--- src/rtl/ptp_cap_pkg.sv ---
package ptp_cap_pkg;

    localparam int TS_W   = 64;
    localparam int UUID_W = 48;
    localparam int SEQ_W  = 16;

    typedef enum logic [3:0] {
        MSG_SYNC       = 4'd0,
        MSG_DELAY_REQ  = 4'd1,
        MSG_FOLLOW_UP  = 4'd2,
        MSG_DELAY_RESP = 4'd3,
        MSG_MGMT       = 4'd4
    } ptp_msg_e;

    typedef struct packed {
        logic       valid;
        logic       sof;
        logic       eof;
        logic [7:0] data;
    } ptp_beat_t;

    typedef struct packed {
        logic [TS_W-1:0]   ts;
        logic [UUID_W-1:0] uuid;
        logic [SEQ_W-1:0]  seq;
    } ptp_cap_t;

    // Receive qualifies Delay_Req in master mode, Sync in slave mode;
    // transmit is the mirror image.
    function automatic logic [3:0] wanted_code(input logic master, input logic is_rx);
        return (master == is_rx) ? MSG_DELAY_REQ : MSG_SYNC;
    endfunction

    function automatic int max3(input int a, input int b, input int c);
        int m;
        m = (a > b) ? a : b;
        return (m > c) ? m : c;
    endfunction

endpackage

--- src/rtl/ptp_stream_sel.sv ---
module ptp_stream_sel
    import ptp_cap_pkg::*;
(
    input  logic      host_side,
    input  ptp_beat_t ing_beat,
    input  ptp_beat_t egr_beat,
    output ptp_beat_t dir_beat [2]
);
    // index 0 = receive, index 1 = transmit
    always_comb begin
        if (host_side) begin
            dir_beat[0] = egr_beat;
            dir_beat[1] = ing_beat;
        end else begin
            dir_beat[0] = ing_beat;
            dir_beat[1] = egr_beat;
        end
    end
endmodule

--- src/rtl/ptp_dir_cap.sv ---
module ptp_dir_cap
    import ptp_cap_pkg::*;
#(
    parameter bit IS_RX    = 1'b1,
    parameter int TYPE_OFS = 12,
    parameter int UUID_OFS = 4,
    parameter int SEQ_OFS  = 10
) (
    input  logic            clk,
    input  logic            rst,
    input  logic            master,
    input  ptp_beat_t       beat,
    input  logic [TS_W-1:0] clk_time,
    output ptp_cap_t        cap_q,
    output logic            cap_vld
);
    localparam int LAST_OFS = max3(TYPE_OFS, UUID_OFS + 5, SEQ_OFS + 1);
    localparam int CNT_W    = $clog2(LAST_OFS + 2);

    logic              active_q;
    logic [CNT_W-1:0]  cnt_q;
    logic [TS_W-1:0]   hold_q;
    logic [UUID_W-1:0] uuid_q, uuid_n;
    logic [SEQ_W-1:0]  seq_q, seq_n;
    logic [3:0]        type_q, type_n;
    logic [CNT_W-1:0]  idx;
    logic              live;
    logic              commit;
    logic [TS_W-1:0]   ts_now;

    always_comb begin
        idx    = beat.sof ? '0 : cnt_q;
        live   = beat.valid && (beat.sof || active_q);
        uuid_n = uuid_q;
        seq_n  = seq_q;
        type_n = type_q;
        if (live) begin
            if (int'(idx) >= UUID_OFS && int'(idx) < UUID_OFS + 6)
                uuid_n = {uuid_q[UUID_W-9:0], beat.data};
            if (int'(idx) >= SEQ_OFS && int'(idx) < SEQ_OFS + 2)
                seq_n = {seq_q[SEQ_W-9:0], beat.data};
            if (int'(idx) == TYPE_OFS)
                type_n = beat.data[3:0];
        end
        commit = live && (int'(idx) == LAST_OFS) && (type_n == wanted_code(master, IS_RX));
        ts_now = beat.sof ? clk_time : hold_q;
    end

    always_ff @(posedge clk) begin
        if (rst) begin
            active_q <= 1'b0;
            cnt_q    <= '0;
            hold_q   <= '0;
            uuid_q   <= '0;
            seq_q    <= '0;
            type_q   <= '0;
            cap_q    <= '0;
            cap_vld  <= 1'b0;
        end else begin
            cap_vld <= 1'b0;
            if (live) begin
                uuid_q   <= uuid_n;
                seq_q    <= seq_n;
                type_q   <= type_n;
                cnt_q    <= idx + 1'b1;
                active_q <= !(beat.eof || int'(idx) == LAST_OFS);
                if (beat.sof)
                    hold_q <= clk_time;
            end
            if (commit) begin
                cap_q.ts   <= ts_now;
                cap_q.uuid <= uuid_n;
                cap_q.seq  <= seq_n;
                cap_vld    <= 1'b1;
            end
        end
    end

    AST_VLD_PULSE: assert property (@(posedge clk) disable iff (rst)
        cap_vld |=> !cap_vld);
    AST_CAP_HELD: assert property (@(posedge clk) disable iff (rst)
        !cap_vld |-> $stable(cap_q));
    AST_TS_FROM_HOLD: assert property (@(posedge clk) disable iff (rst)
        cap_vld |-> cap_q.ts == hold_q);
    AST_HOLD_ON_SOF: assert property (@(posedge clk) disable iff (rst)
        (beat.valid && beat.sof) |=> hold_q == $past(clk_time));

endmodule

--- src/rtl/ptp_evt_capture.sv ---
module ptp_evt_capture
    import ptp_cap_pkg::*;
#(
    parameter int TYPE_OFS = 12,
    parameter int UUID_OFS = 4,
    parameter int SEQ_OFS  = 10
) (
    input  logic        clk,
    input  logic        rst,
    input  logic        host_side,
    input  logic        master,
    input  logic [63:0] clk_time,
    input  logic        ing_valid,
    input  logic        ing_sof,
    input  logic        ing_eof,
    input  logic [7:0]  ing_data,
    input  logic        egr_valid,
    input  logic        egr_sof,
    input  logic        egr_eof,
    input  logic [7:0]  egr_data,
    output logic [63:0] rx_ts,
    output logic [47:0] rx_uuid,
    output logic [15:0] rx_seq,
    output logic        rx_cap_vld,
    output logic [63:0] tx_ts,
    output logic [47:0] tx_uuid,
    output logic [15:0] tx_seq,
    output logic        tx_cap_vld
);
    ptp_beat_t ing_beat, egr_beat;
    ptp_beat_t dir_beat [2];
    ptp_cap_t  cap      [2];
    logic      vld      [2];

    assign ing_beat = '{valid: ing_valid, sof: ing_sof, eof: ing_eof, data: ing_data};
    assign egr_beat = '{valid: egr_valid, sof: egr_sof, eof: egr_eof, data: egr_data};

    ptp_stream_sel u_sel (
        .host_side (host_side),
        .ing_beat  (ing_beat),
        .egr_beat  (egr_beat),
        .dir_beat  (dir_beat)
    );

    for (genvar g = 0; g < 2; g++) begin : g_dir
        ptp_dir_cap #(
            .IS_RX    (g == 0),
            .TYPE_OFS (TYPE_OFS),
            .UUID_OFS (UUID_OFS),
            .SEQ_OFS  (SEQ_OFS)
        ) u_cap (
            .clk      (clk),
            .rst      (rst),
            .master   (master),
            .beat     (dir_beat[g]),
            .clk_time (clk_time),
            .cap_q    (cap[g]),
            .cap_vld  (vld[g])
        );
    end

    assign rx_ts      = cap[0].ts;
    assign rx_uuid    = cap[0].uuid;
    assign rx_seq     = cap[0].seq;
    assign rx_cap_vld = vld[0];
    assign tx_ts      = cap[1].ts;
    assign tx_uuid    = cap[1].uuid;
    assign tx_seq     = cap[1].seq;
    assign tx_cap_vld = vld[1];

endmodule

--- config.mk ---
export PLATFORM = sky130hd
export DESIGN_NAME = ptp_evt_capture
export DESIGN_NICKNAME = d
export VERILOG_FILES = /design/src/rtl/ptp_cap_pkg.sv /design/src/rtl/ptp_stream_sel.sv /design/src/rtl/ptp_dir_cap.sv /design/src/rtl/ptp_evt_capture.sv
export SDC_FILE = /design/constraint.sdc
export NUM_CORES = 1
export LEC_CHECK = 0
export BUFFER_PORTS_ARGS = -buffer_cell sky130_fd_sc_hd__buf_2
export CORE_MARGIN = 10
export CORE_UTILIZATION = 56
export CTS_CLUSTER_DIAMETER = 200
export CTS_CLUSTER_SIZE = 12
export DETAILED_ROUTE_END_ITERATION = 10
export GPL_ROUTABILITY_DRIVEN = 0
export HOLD_SLACK_MARGIN = 0.06
export PLACE_DENSITY = 0.8
export SLEW_MARGIN = 20
export SYNTH_ARGS = -nofsm -noshare
export SYNTH_HDL_FRONTEND = slang
export SYNTH_HIERARCHICAL = 1
export SYNTH_SLANG_ARGS = --single-unit
--- constraint.sdc ---
create_clock -name clk -period 3.5 [get_ports clk]
set_input_delay 0.35 -clock clk [delete_from_list [all_inputs] [get_ports clk]]
set_output_delay 0.35 -clock clk [all_outputs]
set_load 0.1 [all_outputs]
==> summary.txt <==
Setup path
  • R2R cell count: 8
  • CP max stage cell: and4_4
  • Crit path max fanout: 33
  • Worst EP arrival: 2.88 ns
  • Slowest stage delay, CP: 0.59 ns
  • RR Startpoint: g_dir[1].u_cap/cnt_q[0]
  • CP dominant cell by count: buf_4
  • Required @ worst endpoint: 3.96 ns
  • Critical path cell sequence: buf_2 -> buf_4 -> mux2_2 -> nor3_1 -> and4_4 -> buf_4 -> nor2_1 -> a211oi_1
  • R2r setup slk: 1.20 ns
  • Worst Setup Start Kind: input pin
  • Worst path buffer plus inverter count: 3
  • Crit path launch: host_side
  • Setup crit end kind: flip-flop
  • Top delay family on crit path: simple AND/OR/NAND/NOR gates
  • CP Class: input pin to flip-flop
  • Worst R2R End: g_dir[1].u_cap/cap_q[68]

Synthesis
  • Post-synth EDFFs: 0
  • Seq/Total Area, Yosys: 0.5313
  • Mapped Cells: 2,291
  • Post-synth top cells: nand2_1 (647), dfxtp_1 (524), a21oi_1 (327), nor2_1 (198), mux2i_1 (162)
  • Synth area leader: dfxtp_1
  • Main area contributors after synthesis: dfxtp_1 (53%), nand2_1 (12%), a21oi_1 (8.3%)
  • Seq cells post-synth: 524
  • Synth top area share: 0.5313
  • Synth warnings: 6
  • Top-count cell post-synth: nand2_1
  • Mapped cell area: 19,740 µm²
  • Post-synth ARST share: 0
  • Synth Net Count: 2,385
  • Synth cell types: 37
  • Dominant synthesized flop cell: dfxtp_1
  • Mean post-synth cell area: 8.618 µm²

Final layout
  • Final net count: 2,687
  • Area growth, synth to finish: 19.10%
  • Fin util: 0.6791
  • Share of layout cells above drive strength 1: 0.1796
  • Post-route cell area: 23,520 µm²
  • Fill cells: 2,673

Flow run
  • # Max-Cap Violations: 0

Pwr
  • P_int: 8.924 mW
  • Leakage: 9.226 nW
  • Clock Power Share: 0.407
  • Power, Total: 11.54 mW
  • Combinational share of power: 0.065
  • Pwr dens: 490.6 nW/µm²
  • Sw Ratio: 0.2264
  • NetSw: 2.611 mW
  • Worst vdd ir: 0.4297 mV
  • Sequential share of power: 0.529

STA
  • Final Skew: 0.01772 ns
  • Period utilization: 0.6900
  • Max-slew headroom: 0.3131
  • Peak Freq: 414.1 MHz
  • Final hold slack: 0.1627 ns
  • Final hold vios: 0
  • RSZ-0062 raised after global routing: no
  • Crit path time final: 2.415 ns
  • Finish-stage setup viols: 0
  • Total negative slack: 0 ns
  • Fin. max-slew vios: 0
  • Slew @ Worst Pin: 1.030 ns

Hold path
  • Hold worst-path end: g_dir[0].u_cap/active_q
  • HP Start: egr_eof
  • Worst hold path class: input pin to flip-flop
  • Hold depth: 3

Floorplanning
  • Initial Utilization: 0.5702
  • Die width: 207.8 µm
  • # IOs: 348
  • Die area: 43,170 µm²
  • Core ar.: 34,630 µm²
  • Die Height: 207.8 µm
  • Rows: 68

Drt
  • Vias: 17,193
  • DR pass1 iterations: 6
  • Routed length per instance: 18.34 µm
  • Vias per cell: 5.630
  • Antenna-violating nets left: 0
  • DRC viols: 0
  • Starting DRT DRC Count: 1,247
  • Final wirelength: 56.00 mm

Global routing
  • Number of global-route vias before repair: 16,523
  • First-pass GRT wire length: 88.20 mm
  • Initial antenna violation count: 7
  • Total GRT Usage: 0.2437
  • Pin count of the biggest net entering global routing: 127
  • Congestion Overflow GR: 0

Placement
  • Port bufs: 347
  • Post-DP Area: 21,560 µm²
  • Post-DP HPWL: 36.46 mm

Clock network
  • Clk slew on worst S/H paths: 0.06 ns
  • # H-tree levels: 2
  • CTS tree: done
  • Max Root-Sink Buffers: 3
  • Root Driver: clkbuf_16
  • Clk sinks: 524
  • Clock latency at the later pin of the worst-skew pair: 0.58 ns
  • CTS buffer count: 49

Status
  • Status: completed
cell type report:
type	count	area, µm²	area share
antenna	5	12.51	0.0005321
clock buffer	50	1251	0.05321
clock inverter	2	46.29	0.001969
inverter	8	30.03	0.001277
multi-input combinational	1570	8353	0.3552
sequential	524	10490	0.4461
tap	455	569.3	0.02421
timing repair buffer	440	2763	0.1175
repair_timing:
| item | in CTS | in global routing |
|---|---|---|
| setup buffers | 0 | 0 |
| resized for setup | 0 | 0 |
| hold endpoints to repair | 123 | 0 |
| hold buffers | 64 | 0 |
logic make-up (layout without fill, tap and decap cells):
family	count (synthesis)	after routing	share of synthesized area
AND/OR/NAND/NOR	878	878	0.1724
flip-flops	524	524	0.5313
AO/OA/AOI/OAI	502	502	0.1508
buffers and inverters	197	500	0.04740
multiplexers	184	184	0.09468
adder cells (fa/ha/maj)	4	4	0.002535
XOR/XNOR	2	2	0.0008874
other	0	5	0
per-layer routing:
layer  global-route usage  vias up  wire (µm)
li1                     -     8252          -
met4              0.08643        4       1454
met3              0.05626      100       4745
met2               0.4014      679      26660
met5                    0        -         27
met1               0.3067     8158      23120
sequential cells by signal (all words and copies together) (netlist names):
name and cells:
g_dir.u_cap/cnt_q 8, g_dir.u_cap/cap_q 256, g_dir.u_cap/seq_q 32, g_dir.u_cap/uuid_q 96
g_dir.u_cap/cap_vld 2, g_dir.u_cap/active_q 2, g_dir.u_cap/hold_q 128
worst max path at each step:
stage	to	cells after the start	slack (ns)
after floorplan	g_dir[1].u_cap/cap_q[13]	14	0.88
after global placement	g_dir[1].u_cap/hold_q[9]	7	0.76
after detailed placement	g_dir[0].u_cap/cap_q[112]	8	0.63
after CTS	g_dir[0].u_cap/cap_q[92]	8	1.19
after global routing	g_dir[0].u_cap/cap_q[110]	8	0.99
final	g_dir[0].u_cap/cap_q[110]	8	1.09
cell usage in the layout, fill, tap and decap left out, drive strengths merged, types with 3 or more instances in the layout:
cell,Yosys,final
a211oi,159,159
a21oi,327,327
and2,6,6
and3b,4,4
and4,3,3
buf,80,376
clkbuf,109,50
dfxtp,524,524
diode,0,5
dlygate4sd3,0,64
ha,4,4
inv,8,8
mux2,22,22
mux2i,162,162
nand2,647,647
nor2,198,198
nor2b,6,6
nor3,3,3
o21ai,7,7
power by group through the flow:
stage	registers [mW]	logic, mW	clock network, mW
2_1_floorplan	6.22	0.463	0
3_3_place_gp	6.22	0.656	0
3_5_place_dp	6.23	0.676	0
4_1_cts	6.10	0.738	4.76
5_1_grt	6.11	0.810	4.98
6_report	6.10	0.747	4.69
worst register-to-register path, delay by kind of cell, from the launching register on:
family	cells	cell delay, ns
buffers and inverters	2	0.41
AOI/OAI and AO/OA	1	0.30
and+or+nand+nor	4	1.03
DFF	1	0.33
adders and majority gates	1	0.13
stage by stage:
stage                     cells  setup slack, ns
after detailed placement   2933           0.6270
final                      3054            1.085
after global routing       3053           0.9898
after global placement     2932           0.7641
after floorplan            2291           0.8779
after CTS                  3049            1.193
Note: power is estimated with default switching activity, not from simulation.
